==> config.mk <==
export PLATFORM = sky130hd
export DESIGN_NAME = pow2_clock_divider
export DESIGN_NICKNAME = d
export VERILOG_FILES = /design/src/rtl/pow2div_pkg.sv /design/src/rtl/pow2div_regs.sv /design/src/rtl/pow2div_core.sv /design/src/rtl/pow2_clock_divider.sv
export SDC_FILE = /design/constraint.sdc
export NUM_CORES = 1
export LEC_CHECK = 0
export CORE_MARGIN = 1.5
export CORE_UTILIZATION = 62
export CTS_CLUSTER_SIZE = 10
export DETAILED_ROUTE_END_ITERATION = 7
export DONT_BUFFER_PORTS = 1
export PLACE_DENSITY = 0.78
export SKIP_LAST_GASP = 1
export SYNTH_ARGS = -nofsm -noshare
export SYNTH_HDL_FRONTEND = slang
export SYNTH_SLANG_ARGS = --single-unit
==> constraint.sdc <==
create_clock -name clk -period 5.05 [get_ports clk]
set_clock_uncertainty 0.05 [all_clocks]
set_input_delay 0.7575 -clock clk [delete_from_list [all_inputs] [get_ports clk]]
set_output_delay 0.7575 -clock clk [all_outputs]
set_load 0.01 [all_outputs]
==> src/rtl/pow2div_pkg.sv <==
package pow2div_pkg;
  localparam int FACTOR_W = 3;
  localparam int DATA_W   = 8;
  localparam int OFFSET_W = 8;
  // largest exponent reachable with the factor code (code max minus one)
  localparam int MAX_LOG  = (1 << FACTOR_W) - 2;
  localparam int LOG_W    = $clog2(MAX_LOG + 1);
  localparam int CNT_W    = (MAX_LOG > 0) ? MAX_LOG : 1;

  // strobes from the register side to the divider
  typedef struct packed {
    logic                enReq;
    logic [FACTOR_W-1:0] factor;
  } ctrl_t;

  // code 0 and code 1 both give exponent 0 (divide by one)
  function automatic logic [LOG_W-1:0] factorToLog(input logic [FACTOR_W-1:0] f);
    return (f == '0) ? '0 : LOG_W'(f - FACTOR_W'(1));
  endfunction

  // terminal count of the divide counter for a given exponent
  function automatic logic [CNT_W-1:0] lastCount(input logic [LOG_W-1:0] lg);
    return {CNT_W{1'b1}} >> (CNT_W - int'(lg));
  endfunction
endpackage

==> src/rtl/pow2div_regs.sv <==
module pow2div_regs
  import pow2div_pkg::*;
#(
  parameter int                     ADDR_W      = 16,
  parameter logic [ADDR_W-OFFSET_W-1:0] WINDOW_PAGE = 8'h01,
  parameter logic [OFFSET_W-1:0]    FACTOR_OFS  = 8'h43,
  parameter logic [OFFSET_W-1:0]    ENABLE_OFS  = 8'h46,
  parameter int                     ENABLE_BIT  = 7
) (
  input  logic              clk,
  input  logic              rst_n,
  input  logic              regWr,
  input  logic [ADDR_W-1:0] regAddr,
  input  logic [DATA_W-1:0] regWdata,
  output logic [DATA_W-1:0] regRdata,
  output ctrl_t             ctrl
);
  logic                pageHit;
  logic [OFFSET_W-1:0] offset;
  logic                hitFactor;
  logic                hitEnable;
  logic [FACTOR_W-1:0] factorReg;
  logic                enableReg;
  logic                unusedWdata;

  assign pageHit     = (regAddr[ADDR_W-1:OFFSET_W] == WINDOW_PAGE);
  assign offset      = regAddr[OFFSET_W-1:0];
  assign hitFactor   = pageHit && (offset == FACTOR_OFS);
  assign hitEnable   = pageHit && (offset == ENABLE_OFS);
  assign unusedWdata = ^regWdata;

  always_ff @(posedge clk or negedge rst_n) begin
    if (!rst_n) begin
      factorReg <= '0;
      enableReg <= 1'b0;
    end else if (regWr) begin
      if (hitFactor) factorReg <= regWdata[FACTOR_W-1:0];
      if (hitEnable) enableReg <= regWdata[ENABLE_BIT];
    end
  end

  always_comb begin
    regRdata = '0;
    if (hitFactor) regRdata[FACTOR_W-1:0] = factorReg;
    if (hitEnable) regRdata[ENABLE_BIT]   = enableReg;
  end

  assign ctrl.enReq  = enableReg;
  assign ctrl.factor = factorReg;

  // writes outside the page leave both registers alone
  a_r1_foreign_page: assert property (@(posedge clk) disable iff (!rst_n)
    (regWr && !pageHit) |=> ($stable(factorReg) && $stable(enableReg)));

  // a factor write stores the low bits of the data
  a_r2_factor_capture: assert property (@(posedge clk) disable iff (!rst_n)
    (regWr && hitFactor) |=> (factorReg == $past(regWdata[FACTOR_W-1:0])));

  // an enable write takes only the flag bit
  a_r3_enable_capture: assert property (@(posedge clk) disable iff (!rst_n)
    (regWr && hitEnable) |=> (enableReg == $past(regWdata[ENABLE_BIT])));
endmodule

==> src/rtl/pow2div_core.sv <==
module pow2div_core
  import pow2div_pkg::*;
(
  input  logic  clk,
  input  logic  rst_n,
  input  ctrl_t ctrl,
  output logic  divClk
);
  logic [CNT_W-1:0] cnt;
  logic [CNT_W-1:0] cntN;
  logic [CNT_W-1:0] lastIdx;
  logic [CNT_W-1:0] lastIdxN;
  logic [LOG_W-1:0] curLog;
  logic [LOG_W-1:0] nxtLog;
  logic [LOG_W-1:0] reqLog;
  logic             run;
  logic             wrap;
  logic             syncA, syncAN;
  logic             syncB, syncBN;
  logic             outReg, outRegN;
  logic             gateLow;

  // next-state: counter, exponent take-up, two-stage gate pipeline
  always_comb begin
    reqLog  = factorToLog(ctrl.factor);
    lastIdx = lastCount(curLog);
    run     = ctrl.enReq | syncA | syncB;
    wrap    = run && (cnt == lastIdx);
    if (!run || wrap) begin
      cntN   = '0;
      nxtLog = reqLog;
    end else begin
      cntN   = cnt + CNT_W'(1);
      nxtLog = curLog;
    end
    // stages step only at divided-clock period boundaries
    syncAN   = wrap ? ctrl.enReq : syncA;
    syncBN   = wrap ? syncA : syncB;
    lastIdxN = lastCount(nxtLog);
    // high during the first half of each period
    outRegN  = syncBN && (nxtLog != '0) && (cntN <= (lastIdxN >> 1));
  end

  always_ff @(posedge clk or negedge rst_n) begin
    if (!rst_n) begin
      cnt    <= '0;
      curLog <= '0;
      syncA  <= 1'b0;
      syncB  <= 1'b0;
      outReg <= 1'b0;
    end else begin
      cnt    <= cntN;
      curLog <= nxtLog;
      syncA  <= syncAN;
      syncB  <= syncBN;
      outReg <= outRegN;
    end
  end

  // divide-by-one path: gate sampled while the reference is low
  always_ff @(negedge clk or negedge rst_n) begin
    if (!rst_n) gateLow <= 1'b0;
    else        gateLow <= syncB;
  end

  assign divClk = (curLog == '0) ? (clk & gateLow) : outReg;

  // counter never passes the terminal count of the active divisor
  a_r4_count_in_range: assert property (@(posedge clk) disable iff (!rst_n)
    cnt <= lastIdx);

  // the gate opens only after the first stage has seen the request
  a_r5_sync_order: assert property (@(posedge clk) disable iff (!rst_n)
    $rose(syncB) |-> $past(syncA));

  // the gate changes only while the registered output is low
  a_r6_gate_on_low: assert property (@(posedge clk) disable iff (!rst_n)
    (syncB != $past(syncB)) |-> !$past(outReg));

  // the gate closes at a period boundary
  a_r6_stop_at_boundary: assert property (@(posedge clk) disable iff (!rst_n)
    $fell(syncB) |-> (cnt == '0));

  // mid-period the active exponent does not move
  a_r7_log_mid_period: assert property (@(posedge clk) disable iff (!rst_n)
    ($past(run) && (cnt != '0)) |-> $stable(curLog));
endmodule

==> src/rtl/pow2_clock_divider.sv <==
module pow2_clock_divider
  import pow2div_pkg::*;
#(
  parameter int                         ADDR_W      = 16,
  parameter logic [ADDR_W-OFFSET_W-1:0] WINDOW_PAGE = 8'h01
) (
  input  logic              clk,
  input  logic              rst_n,
  input  logic              regWr,
  input  logic [ADDR_W-1:0] regAddr,
  input  logic [DATA_W-1:0] regWdata,
  output logic [DATA_W-1:0] regRdata,
  output logic              divClk
);
  ctrl_t ctrl;

  pow2div_regs #(
    .ADDR_W      (ADDR_W),
    .WINDOW_PAGE (WINDOW_PAGE)
  ) u_regs (
    .clk      (clk),
    .rst_n    (rst_n),
    .regWr    (regWr),
    .regAddr  (regAddr),
    .regWdata (regWdata),
    .regRdata (regRdata),
    .ctrl     (ctrl)
  );

  pow2div_core u_core (
    .clk    (clk),
    .rst_n  (rst_n),
    .ctrl   (ctrl),
    .divClk (divClk)
  );
endmodule

==> run_summary.xml, run 1 <==
<?xml version="1.0" encoding="UTF-8"?>
<metrics>
  <group name="status">
    <metric name="run_status" unit="">finished clean</metric>
  </group>
  <group name="synth">
    <metric name="syn-mean-instance-area" unit="sq um">9.562</metric>
    <metric name="postSynthRegisterBits" unit="">17</metric>
    <metric name="yosys_most_used_dff" unit="">dfrtp_1</metric>
    <metric name="seq_area_frac_synth" unit="">0.3247</metric>
    <metric name="synthArstFlopShare" unit="">1.000</metric>
    <metric name="post_synth_instance_area" unit="sq um">1310</metric>
    <metric name="synth_edf_count" unit="">0</metric>
    <metric name="yosys_warnings" unit="">0</metric>
    <metric name="post_synth_num_cell_types" unit="">44</metric>
    <metric name="netlist_instances" unit="">137</metric>
  </group>
  <group name="global_route">
    <metric name="grt_start_max_net_pins" unit="">17</metric>
    <metric name="first_global_vias" unit="">1026</metric>
    <metric name="grt_first_pass_wirelength" unit="mm">4.222</metric>
    <metric name="antenna_found_initial" unit="">0</metric>
    <metric name="total_congestion_overflow" unit="">0</metric>
    <metric name="groute.usage.overall" unit="">0.2409</metric>
  </group>
  <group name="layout">
    <metric name="insertedDiodeCount" unit="">0</metric>
    <metric name="postLayoutCellArea" unit="sq um">1398</metric>
    <metric name="stdcell_count" unit="">171</metric>
    <metric name="area_growth_syn_to_layout" unit="%">6.686</metric>
    <metric name="final_common_cell" unit="">dfrtp_1</metric>
    <metric name="fin_util" unit="">0.7052</metric>
    <metric name="final_layout_size_suffix_gt1_frac" unit="">0.1528</metric>
    <metric name="layout.nets" unit="">184</metric>
    <metric name="layout.cells.most_common_list" unit="">dfrtp_1, ha_1, nand2_1</metric>
  </group>
  <group name="clocking">
    <metric name="post_cts_buffers" unit="">0</metric>
    <metric name="cts.reportedPaths.clkPinSlew" unit="ns">0.09</metric>
    <metric name="tritoncts" unit="">built</metric>
    <metric name="worst_skew_late_latency" unit="ns">0.41</metric>
  </group>
  <group name="timing">
    <metric name="max_clock_freq" unit="MHz">214.1</metric>
    <metric name="timing.max_slew.rel_slack" unit="">0.5304</metric>
    <metric name="final.setup.tns" unit="ns">0</metric>
    <metric name="hold_viol_final" unit="">0</metric>
    <metric name="setup-violations-final" unit="">0</metric>
    <metric name="crit_path_setup_slack_layout" unit="ns">0.3795</metric>
    <metric name="period_needed" unit="ns">4.670</metric>
    <metric name="setup_repair_after_global_routing_missed_its_margin" unit="">no</metric>
    <metric name="holdWs" unit="ns">0.4431</metric>
    <metric name="finalCritPeriodShare" unit="">0.9248</metric>
    <metric name="final_max_slew_viol_count" unit="">0</metric>
    <metric name="worst-slew-pin-transition" unit="ns">0.7021</metric>
  </group>
  <group name="placement">
    <metric name="dp.cells" unit="">163</metric>
    <metric name="detailed_place.area" unit="sq um">1324</metric>
    <metric name="place_congestion" unit="">0.7657</metric>
    <metric name="count_of_input_and_output_buffers" unit="">0</metric>
    <metric name="detailed_place_hpwl" unit="mm">1.945</metric>
    <metric name="dp_worst_setup_slack" unit="ns">0.3564</metric>
  </group>
  <group name="drt">
    <metric name="drt_pass1_iterations" unit="">6</metric>
    <metric name="remaining_drc_errors" unit="">0</metric>
    <metric name="detail_route.wl_per_cell" unit="microns">15.23</metric>
    <metric name="vias" unit="">988</metric>
    <metric name="ant_nets" unit="">0</metric>
    <metric name="met2RoutedLength" unit="mm">1.353</metric>
    <metric name="wl_met1" unit="mm">1.066</metric>
    <metric name="route.final.wire_length" unit="mm">2.604</metric>
    <metric name="top_layer" unit="">met4</metric>
    <metric name="drt-initial-drc-count" unit="">15</metric>
    <metric name="viasPerCell" unit="">5.778</metric>
    <metric name="met3WireLength" unit="microns">113</metric>
  </group>
  <group name="power_and_ir_drop">
    <metric name="design_power_total" unit="mW">0.2464</metric>
    <metric name="power_frac_seq" unit="">0.552</metric>
    <metric name="p_comb_frac" unit="">0.022</metric>
    <metric name="cellLeakagePower" unit="nW">0.6577</metric>
    <metric name="clockPowerShare" unit="">0.425</metric>
    <metric name="power_density" unit="nW/um^2">176.3</metric>
    <metric name="vdd_ir_drop_max" unit="mV">0.1560</metric>
    <metric name="power.share.switching" unit="">0.2116</metric>
    <metric name="power.internal" unit="mW">0.1943</metric>
    <metric name="switchingPower" unit="mW">0.05215</metric>
  </group>
  <group name="floorplan">
    <metric name="core_area" unit="sq um">1982</metric>
    <metric name="die_w" unit="microns">48.97</metric>
    <metric name="floorplan.io_pins" unit="">36</metric>
    <metric name="placementRows" unit="">16</metric>
    <metric name="die_h" unit="microns">48.97</metric>
    <metric name="initial_core_util" unit="">0.6610</metric>
    <metric name="fp.dieArea" unit="sq um">2398</metric>
  </group>
  <group name="critical_path">
    <metric name="worst_setup_sp_type" unit="">register</metric>
    <metric name="crit_path_end_kind" unit="">register</metric>
    <metric name="timing.reg2reg.setup_slack" unit="ns">0.38</metric>
    <metric name="required" unit="ns">5.30</metric>
    <metric name="worst-setup-path-type" unit="">register to register</metric>
    <metric name="crit_path_end" unit="">u_core.outReg</metric>
    <metric name="rr_worst_depth" unit="">22</metric>
    <metric name="regToRegEndpoint" unit="">u_core.outReg</metric>
    <metric name="timing.critical_path.fanout_max" unit="">7</metric>
    <metric name="worstPathCellList" unit="">ha_1, inv_1, ha_1, a31oi_2, o21ai_0, a22oi_2, a211oi_4, nor2_4, mux2i_4, inv_1, ha_1, xor2_1, mux2i_2, nand2_1, ha_1, nor2b_1, o21a_1, o21ai_0, nand2b_1, a21oi_1, a31oi_1, a2111oi_2</metric>
    <metric name="cp_slowest_stage_delay" unit="ns">0.48</metric>
    <metric name="crit_start" unit="">u_core.curLog[1]</metric>
    <metric name="r2r_start" unit="">u_core.curLog[1]</metric>
    <metric name="crit_path_frequent_cell" unit="">ha_1</metric>
    <metric name="critical_path.slowest_cell" unit="">dfrtp_1</metric>
    <metric name="cp.arrival" unit="ns">4.92</metric>
  </group>
  <group name="job">
    <metric name="maxcap_violations" unit="">0</metric>
  </group>
  <group name="min_path">
    <metric name="hold_class" unit="">primary input to register</metric>
  </group>
</metrics>
[state kept, by name (all words and copies together), names as in the netlist]
signal / cells
u_core.cnt: 6
u_core.syncB: 1
u_core.outReg: 1
u_regs.enableReg: 1
u_core.curLog: 3
u_regs.factorReg: 3
u_core.gateLow: 1
u_core.syncA: 1
[synthesized netlist by cell type (2+ instances only)]
master | count | share of area
o21ai_0 | 4 | 0.015
xor2_1 | 3 | 0.020
mux2i_1 | 4 | 0.031
nor3_1 | 6 | 0.023
mux2_2 | 5 | 0.043
dfrtp_1 | 16 | 0.31
a31oi_1 | 2 | 0.0095
mux2i_2 | 2 | 0.021
nor2_1 | 7 | 0.020
nor4_1 | 2 | 0.0095
or3_1 | 2 | 0.0095
nand4b_1 | 2 | 0.013
buf_4 | 4 | 0.023
nand3_1 | 6 | 0.023
o31ai_1 | 2 | 0.011
inv_1 | 10 | 0.029
nor3b_1 | 2 | 0.011
and3_1 | 2 | 0.0095
xnor2_1 | 5 | 0.033
nand2b_1 | 2 | 0.0095
nand2_1 | 11 | 0.032
and2_1 | 5 | 0.024
ha_1 | 12 | 0.11
[how the worst min path moves through the flow]
stage               cells past startpoint  slack (ns)        start                   to
detailed placement                      0        0.41        rst_n     u_regs.enableReg
global route                            1        0.44  regWdata[0]  u_regs.factorReg[0]
CTS                                     1        0.44  regWdata[1]  u_regs.factorReg[1]
global placement                        0        0.41        rst_n     u_regs.enableReg
floorplan                               0        0.41        rst_n        u_core.cnt[0]
finish                                  1        0.44  regWdata[7]     u_regs.enableReg
[power groups by stage]
stage	Sequential [mW]	Combinational, mW	Clock [mW]
floorplan	0.139	0.00474	0.00000423
global placement	0.139	0.00251	0.00000423
detailed placement	0.139	0.00255	0.00000422
CTS	0.136	0.00560	0.109
global route	0.136	0.00646	0.114
finish	0.136	0.00552	0.105
[area by class of cell]
cell class	instances	area [sq um]
fill	139	584.3
multi-input combinational	107	827.0
tap	27	33.78
sequential	17	425.4
clock buffer	7	48.80
inverter	10	37.54
timing repair buffer	3	25.02
[logic make-up (layout without fill, tap and decap cells)]
logic type / count (synthesis) / count (layout) / synth area share
AND/OR/NAND/NOR: 54 / 54 / 0.2311
AO/OA/AOI/OAI: 18 / 18 / 0.1146
adder cells (fa/ha/maj): 12 / 12 / 0.1146
multiplexers: 11 / 11 / 0.09456
flip-flops: 17 / 17 / 0.3247
XOR/XNOR: 8 / 8 / 0.05349
buffers and inverters: 16 / 20 / 0.06399
other: 1 / 4 / 0.002863
[repair_timing]
item,4_1_cts,5_1_grt
hold endpoints to repair,16,0
setup endpoints to repair,0,1
hold buffers,1,0
resized for setup,0,2
[worst max-delay path: cells and delay by family, from the launching register on]
kind | cells | cell delay (ns)
fa+ha+maj | 4 | 1.09
xor+xnor | 1 | 0.18
simple gates | 4 | 0.57
compound gates | 9 | 1.46
mux | 2 | 0.60
buf+inv | 2 | 0.13
flops | 1 | 0.48
[layer usage]
layer,vias to the layer above,track usage
met3,6,0.04908
met2,31,0.4155
met5,-,0
met1,460,0.2604
li1,491,-
met4,0,0.1762
Note: power is estimated with default switching activity, not from simulation.
==> run 2, diff against run 1 <==
Settings changed: REMOVE_ABC_BUFFERS set to 1.
==> run_summary.xml, run 2 (synthesized netlist as in run 1, its figures left out) <==
<?xml version="1.0" encoding="UTF-8"?>
<metrics>
  <group name="floorplan">
    <metric name="die_h" unit="microns">48.97</metric>
    <metric name="fp.dieArea" unit="sq um">2398</metric>
    <metric name="placementRows" unit="">16</metric>
    <metric name="core_area" unit="sq um">1982</metric>
    <metric name="die_w" unit="microns">48.97</metric>
    <metric name="initial_core_util" unit="">0.6610</metric>
    <metric name="floorplan.io_pins" unit="">36</metric>
  </group>
  <group name="critical_path">
    <metric name="timing.reg2reg.setup_slack" unit="ns">0.34</metric>
    <metric name="worstPathCellList" unit="">ha_1, inv_1, ha_1, a31oi_2, o21ai_0, a22oi_2, a211oi_4, nor2_4, mux2i_4, inv_1, ha_1, xor2_1, mux2i_2, nand2_1, ha_1, nor2b_1, o21a_1, o21ai_0, nand2b_1, a21oi_1, a31oi_1, a2111oi_2</metric>
    <metric name="timing.critical_path.fanout_max" unit="">7</metric>
    <metric name="cp.arrival" unit="ns">4.95</metric>
    <metric name="crit_path_end_kind" unit="">register</metric>
    <metric name="required" unit="ns">5.29</metric>
    <metric name="crit_path_frequent_cell" unit="">ha_1</metric>
    <metric name="cp_slowest_stage_delay" unit="ns">0.48</metric>
    <metric name="critical_path.slowest_cell" unit="">dfrtp_2</metric>
    <metric name="worst_setup_sp_type" unit="">register</metric>
    <metric name="worst-setup-path-type" unit="">register to register</metric>
  </group>
  <group name="timing">
    <metric name="setup_repair_after_global_routing_missed_its_margin" unit="">no</metric>
    <metric name="period_needed" unit="ns">4.707</metric>
    <metric name="final.setup.tns" unit="ns">0</metric>
    <metric name="finalCritPeriodShare" unit="">0.9322</metric>
    <metric name="hold_viol_final" unit="">0</metric>
    <metric name="setup-violations-final" unit="">0</metric>
    <metric name="timing.max_slew.rel_slack" unit="">0.5146</metric>
    <metric name="final_max_slew_viol_count" unit="">0</metric>
    <metric name="worst-slew-pin-transition" unit="ns">0.7257</metric>
    <metric name="max_clock_freq" unit="MHz">212.4</metric>
  </group>
  <group name="drt">
    <metric name="route.final.wire_length" unit="mm">2.598</metric>
    <metric name="drt_pass1_iterations" unit="">5</metric>
    <metric name="vias" unit="">1034</metric>
    <metric name="remaining_drc_errors" unit="">0</metric>
    <metric name="ant_nets" unit="">0</metric>
    <metric name="viasPerCell" unit="">6.047</metric>
    <metric name="drt-initial-drc-count" unit="">48</metric>
    <metric name="detail_route.wl_per_cell" unit="microns">15.19</metric>
  </group>
  <group name="global_route">
    <metric name="total_congestion_overflow" unit="">0</metric>
    <metric name="groute.usage.overall" unit="">0.2414</metric>
    <metric name="grt_start_max_net_pins" unit="">17</metric>
    <metric name="antenna_found_initial" unit="">0</metric>
    <metric name="grt_first_pass_wirelength" unit="mm">4.174</metric>
    <metric name="first_global_vias" unit="">989</metric>
  </group>
  <group name="power_and_ir_drop">
    <metric name="cellLeakagePower" unit="nW">0.6571</metric>
    <metric name="clockPowerShare" unit="">0.428</metric>
    <metric name="switchingPower" unit="mW">0.05454</metric>
    <metric name="power_density" unit="nW/um^2">176.7</metric>
    <metric name="power_frac_seq" unit="">0.550</metric>
    <metric name="power.internal" unit="mW">0.1930</metric>
    <metric name="p_comb_frac" unit="">0.022</metric>
    <metric name="power.share.switching" unit="">0.2203</metric>
    <metric name="vdd_ir_drop_max" unit="mV">0.1685</metric>
    <metric name="design_power_total" unit="mW">0.2476</metric>
  </group>
  <group name="layout">
    <metric name="stdcell_count" unit="">171</metric>
    <metric name="layout.nets" unit="">184</metric>
    <metric name="layout.cells.most_common_list" unit="">dfrtp_1, ha_1, nand2_1</metric>
    <metric name="area_growth_syn_to_layout" unit="%">6.972</metric>
    <metric name="final_common_cell" unit="">dfrtp_1</metric>
    <metric name="largestRegisters" unit="">u_core.cnt: 6 flops, u_core.curLog: 3 flops, u_regs.factorReg: 3 flops</metric>
    <metric name="largest_register_ffs" unit="">6</metric>
    <metric name="max_flop_register" unit="">u_core.cnt</metric>
    <metric name="insertedDiodeCount" unit="">0</metric>
    <metric name="final_layout_size_suffix_gt1_frac" unit="">0.1736</metric>
  </group>
  <group name="min_path">
    <metric name="hold_class" unit="">primary input to register</metric>
  </group>
  <group name="clocking">
    <metric name="cts.reportedPaths.clkPinSlew" unit="ns">0.10</metric>
    <metric name="worst_skew_late_latency" unit="ns">0.41</metric>
    <metric name="tritoncts" unit="">built</metric>
    <metric name="post_cts_buffers" unit="">0</metric>
  </group>
  <group name="job">
    <metric name="maxcap_violations" unit="">0</metric>
  </group>
  <group name="placement">
    <metric name="count_of_input_and_output_buffers" unit="">0</metric>
    <metric name="place_congestion" unit="">0.8488</metric>
    <metric name="dp.cells" unit="">163</metric>
    <metric name="detailed_place_hpwl" unit="mm">1.860</metric>
  </group>
  <group name="status">
    <metric name="run_status" unit="">finished clean</metric>
  </group>
</metrics>
## run 2: changes by cell type in the layout (fill, tap and decap cells not counted), sizes merged
cell    before  now
clkinv       0    1
clkbuf       7    6
## run 2: worst max-delay path, delay by kind of cell, from the launching register on
family / cells / cell delay [ns]
compound gates: 9 / 1.48
fa+ha+maj: 4 / 1.02
simple gates: 4 / 0.60
flops: 1 / 0.48
buf+inv: 2 / 0.15
xor+xnor: 1 / 0.18
mux: 2 / 0.63
## run 2: worst paths after layout
check,startpoint,endpoint,cells past startpoint
worst min register to register,u_core.syncA,u_core.syncA,1
worst max-delay path,u_core.curLog[0],u_core.outReg,22
worst min-delay path,regWdata[1],u_regs.factorReg[1],1
min in group asynchronous,rst_n,u_core.curLog[2],1
worst max register to register,u_core.curLog[0],u_core.outReg,22
max in group asynchronous,rst_n,u_core.gateLow,0
## run 2: final cells by class
type,instances,area [sq um]
repair buffers,3,25.02
well taps,27,33.78
fillers,133,580.6
multi-input cells,107,827.0
inverters,10,37.54
flip-flops and latches,17,427.9
clock buffers,6,45.04
clock inverters,1,5.005
## run 2: power groups by stage
stage	clock [mW]	combinational (mW)	sequential, mW
finish	0.106	0.00552	0.136
global route	0.118	0.00641	0.136
CTS	0.107	0.00561	0.136
detailed placement	0.00000423	0.00254	0.139
global placement	0.00000423	0.00251	0.139
floorplan	0.00000423	0.00244	0.139
## run 2: through the flow
step | area [sq um] | hold WS [ns] | worst slack (ns) | utilization
after floorplan | 1275 | 0.4119 | 0.7367 | -
after global placement | 1324 | 0.4122 | 0.4614 | 0.6679
after detailed placement | 1324 | 0.4121 | 0.3414 | 0.6679
after CTS | 1384 | 0.4406 | 0.3200 | 0.6982
after global routing | 1401 | 0.4246 | 0.01649 | 0.7071
final | 1401 | 0.4420 | 0.3426 | 0.7071
## run 2: routing by layer
layer / up-vias / part of all wire / global-route usage
met5: - / 0 / 0
met4: 0 / 0.029 / 0.2000
met3: 11 / 0.054 / 0.07669
met2: 33 / 0.51 / 0.3767
met1: 495 / 0.41 / 0.2680
li1: 495 / - / -
## run 2: what timing repair did
item	CTS	global route
endpoints found under the hold margin	16	0
endpoints found under the setup margin	0	1
hold buffers	1	0
resized for setup	0	4
